### config.mk
export PLATFORM = sky130hd
export DESIGN_NAME = adc_backend_seq
export DESIGN_NICKNAME = d
export VERILOG_FILES = /design/src/rtl/adcseq_pkg.sv /design/src/rtl/adcseq_clkgen.sv /design/src/rtl/adcseq_cal.sv /design/src/rtl/adcseq_pipe.sv /design/src/rtl/adc_backend_seq.sv
export SDC_FILE = /design/constraint.sdc
export NUM_CORES = 1
export LEC_CHECK = 0
export ABC_CLOCK_PERIOD_IN_PS = 4900
export CORE_AREA = 2 2 146 148
export DETAILED_ROUTE_END_ITERATION = 16
export DIE_AREA = 0 0 148 150
export HOLD_SLACK_MARGIN = 0.03
export PLACE_DENSITY = 0.71
export SKIP_LAST_GASP = 1
export SYNTH_ARGS = -nofsm -noshare
export SYNTH_HDL_FRONTEND = slang
export SYNTH_SLANG_ARGS = --single-unit
### constraint.sdc
create_clock -name clk -period 4.9 [get_ports clk]
set_clock_uncertainty 0.15 [all_clocks]
set_input_delay 0.49 -clock clk [delete_from_list [all_inputs] [get_ports clk]]
set_output_delay 0.49 -clock clk [all_outputs]
set_load 0.1 [all_outputs]
### src/rtl/adcseq_pkg.sv
package adcseq_pkg;
  typedef enum logic {
    FMT_OFFSET = 1'b0,
    FMT_TWOS   = 1'b1
  } out_fmt_e;

  function automatic logic [7:0] fmt_code(input logic [7:0] code, input out_fmt_e f);
    logic [7:0] r;
    r = code;
    if (f == FMT_TWOS) r[7] = ~code[7];
    return r;
  endfunction
endpackage

### src/rtl/adcseq_clkgen.sv
module adcseq_clkgen (
  input  logic clk,
  input  logic rst_n,
  input  logic div2_en,
  output logic smp_en,
  output logic out_clk_en
);
  logic phase_q;
  logic run_q;

  always_ff @(posedge clk or negedge rst_n) begin
    if (!rst_n) begin
      phase_q <= 1'b0;
      run_q   <= 1'b0;
    end else begin
      phase_q <= ~phase_q;
      run_q   <= 1'b1;
    end
  end

  assign smp_en     = ~div2_en | phase_q;
  assign out_clk_en = run_q & smp_en;
endmodule

### src/rtl/adcseq_cal.sv
module adcseq_cal #(
  parameter int CAL_CYCLES = 1000
) (
  input  logic clk,
  input  logic rst_n,
  input  logic smp_en,
  output logic cal_busy
);
  localparam int CNT_W = (CAL_CYCLES < 2) ? 1 : $clog2(CAL_CYCLES);
  localparam logic [CNT_W-1:0] LAST = CNT_W'(CAL_CYCLES - 1);

  logic [CNT_W-1:0] cnt_q;
  logic             busy_q;

  always_ff @(posedge clk or negedge rst_n) begin
    if (!rst_n) begin
      cnt_q  <= '0;
      busy_q <= 1'b1;
    end else if (smp_en && busy_q) begin
      if (cnt_q == LAST) begin
        busy_q <= 1'b0;
      end else begin
        cnt_q <= cnt_q + 1'b1;
      end
    end
  end

  assign cal_busy = busy_q;
endmodule

### src/rtl/adcseq_pipe.sv
module adcseq_pipe #(
  parameter int DATA_W  = 8,
  parameter int LATENCY = 28
) (
  input  logic              clk,
  input  logic              rst_n,
  input  logic              smp_en,
  input  logic              in_valid,
  input  logic              in_ovr,
  input  logic [DATA_W-1:0] in_code,
  output logic              out_valid,
  output logic              out_ovr,
  output logic [DATA_W-1:0] out_code
);
  logic              vld_q  [LATENCY];
  logic              ovr_q  [LATENCY];
  logic [DATA_W-1:0] code_q [LATENCY];

  for (genvar i = 0; i < LATENCY; i++) begin : g_stage
    logic              nxt_v;
    logic              nxt_o;
    logic [DATA_W-1:0] nxt_c;
    if (i == 0) begin : g_head
      assign nxt_v = in_valid;
      assign nxt_o = in_ovr;
      assign nxt_c = in_code;
    end else begin : g_body
      assign nxt_v = vld_q[i-1];
      assign nxt_o = ovr_q[i-1];
      assign nxt_c = code_q[i-1];
    end
    always_ff @(posedge clk or negedge rst_n) begin
      if (!rst_n) begin
        vld_q[i]  <= 1'b0;
        ovr_q[i]  <= 1'b0;
        code_q[i] <= '0;
      end else if (smp_en) begin
        vld_q[i]  <= nxt_v;
        ovr_q[i]  <= nxt_o;
        code_q[i] <= nxt_c;
      end
    end
  end

  assign out_valid = vld_q[LATENCY-1];
  assign out_ovr   = ovr_q[LATENCY-1];
  assign out_code  = code_q[LATENCY-1];
endmodule

### src/rtl/adc_backend_seq.sv
module adc_backend_seq
  import adcseq_pkg::*;
#(
  parameter int DATA_W     = 8,
  parameter int LATENCY    = 28,
  parameter int CAL_CYCLES = 1000
) (
  input  logic              clk,
  input  logic              rst_n,
  input  logic              div2_en,
  input  logic              fmt_twos,
  input  logic [DATA_W-1:0] sample_code,
  input  logic              sample_ovr,
  output logic [DATA_W-1:0] data_out,
  output logic              out_valid,
  output logic              ovr_out,
  output logic              out_clk_en
);
  logic              smp_en;
  logic              cal_busy;
  logic              p_valid;
  logic              p_ovr;
  logic [DATA_W-1:0] p_code;

  adcseq_clkgen u_clk (
    .clk        (clk),
    .rst_n      (rst_n),
    .div2_en    (div2_en),
    .smp_en     (smp_en),
    .out_clk_en (out_clk_en)
  );

  adcseq_cal #(.CAL_CYCLES(CAL_CYCLES)) u_cal (
    .clk      (clk),
    .rst_n    (rst_n),
    .smp_en   (smp_en),
    .cal_busy (cal_busy)
  );

  adcseq_pipe #(.DATA_W(DATA_W), .LATENCY(LATENCY)) u_pipe (
    .clk       (clk),
    .rst_n     (rst_n),
    .smp_en    (smp_en),
    .in_valid  (~cal_busy),
    .in_ovr    (sample_ovr),
    .in_code   (sample_code),
    .out_valid (p_valid),
    .out_ovr   (p_ovr),
    .out_code  (p_code)
  );

  always_comb begin
    data_out = '0;
    if (p_valid) begin
      data_out = p_code;
      if (fmt_twos) data_out[DATA_W-1] = ~p_code[DATA_W-1];
    end
  end

  assign out_valid = p_valid;
  assign ovr_out   = cal_busy | p_ovr;
endmodule

==> out/results.tsv <==
stage	metric	value	unit
outcome	status	finished, final reports clean	
grt	number of global-route vias before repair	7225	
critical_path	CP Max Fanout	3	
finish	nets@finish	1259	
min_path	Hold Path Class	reg -> reg	
cts	Reg clk slew, reported paths	0.06	ns
critical_path	crit path to	out_clk_en	
yosys	Post-Syn Area per Cell	8.950	um2
critical_path	Req. time, crit path	4.26	ns
finish	Layout Cells excl Fill	1542	
critical_path	endpoint class of the critical path	output port	
placement	routability cong.	0.7396	
finish	most frequent cells in the layout	nand2_1, dfrtp_1, clkbuf_16	
finish	Design Area, Final	0.01251	mm2
timing	Hold Fails Final Rpt	0	
die	die area	0.02220	mm2
detailed_routing	first-pass iteration count of the detailed router	4	
timing	Final Cycle Share	0.6405	
timing	Finish-stage setup viols	0	
placement	placed insts	1487	
cts	root buf cell	clkbuf_16	
yosys	sequential area share after synthesis	0.6581	
critical_path	crit path launch	u_clk.phase_q$_DFF_PN0_	
die	chip height	150	um
power_and_ir_drop	power density over cell area	445.3	mW/mm2
finish	multi-input logic area	0.003497	mm2
cts	Hold-fix buffers, CTS	1	
cts	H-tree depth	1	
finish	Syn-to-layout area delta	12.26	%
cts	post-CTS resize count	0	
timing	Final min period	3.138	ns
grt	first-pass GRT wire length	31.70	mm
cts	Post-CTS Setup Inserts	0	
detailed_routing	starting DRC count in detailed routing	482	
critical_path	reg2reg end	u_pipe.g_stage[26].nxt_c[3]$_DFFE_PN0N_	
critical_path	FF-to-FF Start	u_clk.phase_q$_DFF_PN0_	
power_and_ir_drop	worst vdd ir	0.0002993	V
cts	clock latency on the worst-skew pair	0.54	ns
yosys	synth warn	0	
placement	hpwl dp	9.344	mm
critical_path	R2R setup slack	2.14	ns
critical_path	cell depth of the worst flop-to-flop path	5	
die	Die W	148	um
yosys	synthesized flop and latch total	293	
finish	fraction of layout cells with a size suffix above 1	0.04893	
detailed_routing	via/cell ratio	4.799	
detailed_routing	DR DRC count	0	
power_and_ir_drop	total power	5.571	mW
placement	DP Area	0.01150	mm2
finish	Reg area	0.007333	mm2
timing	worst slew pin tran	1.042	ns
timing	hold_ws	0.3069	ns
cts	CTS buffer count	30	
power_and_ir_drop	Static Leak	6.871	nW
detailed_routing	final WL	17.25	mm
finish	fillers	1828	
job	max-cap viol count	0	
detailed_routing	DRT antenna net count	0	
timing	fmax	0.3186	GHz
die	Core ar.	0.02069	mm2
cts	clk sinks	293	
timing	setup TNS	0	ns
placement	input/output buffers	23	
cts	Clock Path Buffers	3	
detailed_routing	Avg WL per Cell	11.19	um
yosys	distinct cell type count after synthesis	30	
grt	gr usage total	0.1680	
detailed_routing	DR vias	7400	
cts	CTS tree	built	
timing	relative slew slack	0.3055	
yosys	Synth Instances	1245	
finish	ANT cells	0	
timing	RSZ-0062 raised after global routing	false	
critical_path	WS Path Type	reg -> out	
finish	most common library cell in the layout ignoring fill and taps	nand2_1	
grt	pin count of the biggest net entering global routing	195	
die	io pins	24	
timing	max-slew violations	0	
critical_path	Crit path arrival time	2.50	ns
yosys	syn nets	1259	
die	Initial Utilization	0.5386	
critical_path	startpoint types	flop	
grt	total gr overflow	0	
die	row count	53	
grt	antenna violations before repair	0	
yosys	Post-Syn Area	0.01114	mm2
## layout make-up
type | instances | area share
clock buffers | 50 | 0.07411
inverters | 1 | 0.0003001
flip-flops and latches | 293 | 0.5862
repair buffers | 32 | 0.02641
well taps | 275 | 0.02751
multi-input cells | 887 | 0.2796
clock inverters | 4 | 0.005901
## stage by stage
step | utilization | worst slack [ns]
5_1_grt | 0.6046 | 1.663
4_1_cts | 0.6046 | 1.701
3_5_place_dp | 0.5558 | 1.593
2_1_floorplan | - | 2.412
3_3_place_gp | 0.5558 | 1.606
6_report | 0.6046 | 1.762
## critical path: stages (launching register included)
cell	delay, ns
dfrtp_1	0.40
nand2b_4	0.14
and2_1	0.22
clkdlybuf4s50_1	1.19
## how the worst min path moves through the flow
stage | slack [ns] | endpoint | start | cells past startpoint
CTS | 0.30 | u_pipe.g_stage[1].nxt_c[6]$_DFFE_PN0N_ | sample_code[6] | 3
global route | 0.32 | u_cal.cnt_q[8]$_DFFE_PN0P_ | u_cal.cnt_q[8]$_DFFE_PN0P_ | 1
floorplan | 0.04 | u_cal.cnt_q[0]$_DFFE_PN0P_ | rst_n | 0
detailed placement | 0.30 | u_pipe.out_code[2]$_DFFE_PN0N_ | u_pipe.out_code[2]$_DFFE_PN0N_ | 2
finish | 0.31 | u_pipe.out_code[6]$_DFFE_PN0N_ | u_pipe.out_code[6]$_DFFE_PN0N_ | 2
global placement | 0.29 | u_pipe.out_code[4]$_DFFE_PN0N_ | u_pipe.out_code[4]$_DFFE_PN0N_ | 2
## power breakdown
group	switching [mW]	internal [mW]
combinational	0.252	0.149
clock	0.872	1.38
sequential	0.167	2.75
## flip-flops by register name (all words and copies together), names as in the netlist
signal and cells:
u_cal.cal_busy 1, u_pipe.out_ovr 1, u_clk.run_q 1, u_pipe.g_stage.nxt_v 27
u_pipe.out_code 8, u_clk.phase_q 1, u_pipe.g_stage.nxt_o 27, u_pipe.out_valid 1
u_pipe.g_stage.nxt_c 216, u_cal.cnt_q 10
## cells in the mapped netlist
cell type	number	area share
o21a_1	1	0.00067
nand3_1	4	0.0018
or2_2	1	0.00056
nor2_1	5	0.0017
buf_6	2	0.0020
mux2_4	1	0.0013
xor2_1	3	0.0024
o21ai_0	1	0.00045
a21oi_1	1	0.00045
nand2_2	1	0.00056
and3_1	1	0.00056
and2_4	1	0.00079
nand4_1	3	0.0017
and2_1	11	0.0062
buf_2	55	0.025
a21oi_2	1	0.00079
buf_1	3	0.0010
nand2b_1	2	0.0011
dfrtp_1	292	0.66
clkbuf_1	4	0.0013
dfstp_2	1	0.0024
ha_1	1	0.0011
and3_4	1	0.0010
xnor2_1	5	0.0039
inv_1	1	0.00034
nand4_2	1	0.0011
nor2b_1	1	0.00056
and4_1	1	0.00079
conb_1	1	0.00034
nand2_1	839	0.28
## metal layers
metal | vias to the layer above | share of wire | global-route usage
met4 | 0 | 0.021 | 0.05143
met1 | 3553 | 0.47 | 0.2150
met2 | 76 | 0.48 | 0.2965
met5 | - | 0 | 0
met3 | 30 | 0.028 | 0.02713
li1 | 3741 | - | -
## cells by family after synthesis
| logic type | Yosys count | synth area share |
|---|---|---|
| multiplexers | 1 | 0.001347 |
| XOR/XNOR | 8 | 0.006288 |
| other | 1 | 0.0003365 |
| AO/OA/AOI/OAI | 4 | 0.002357 |
| buffers and inverters | 65 | 0.02942 |
| adder cells (fa/ha/maj) | 1 | 0.001123 |
| AND/OR/NAND/NOR | 872 | 0.3010 |
| flip-flops | 293 | 0.6581 |
Note: power is estimated with default switching activity, not from simulation.
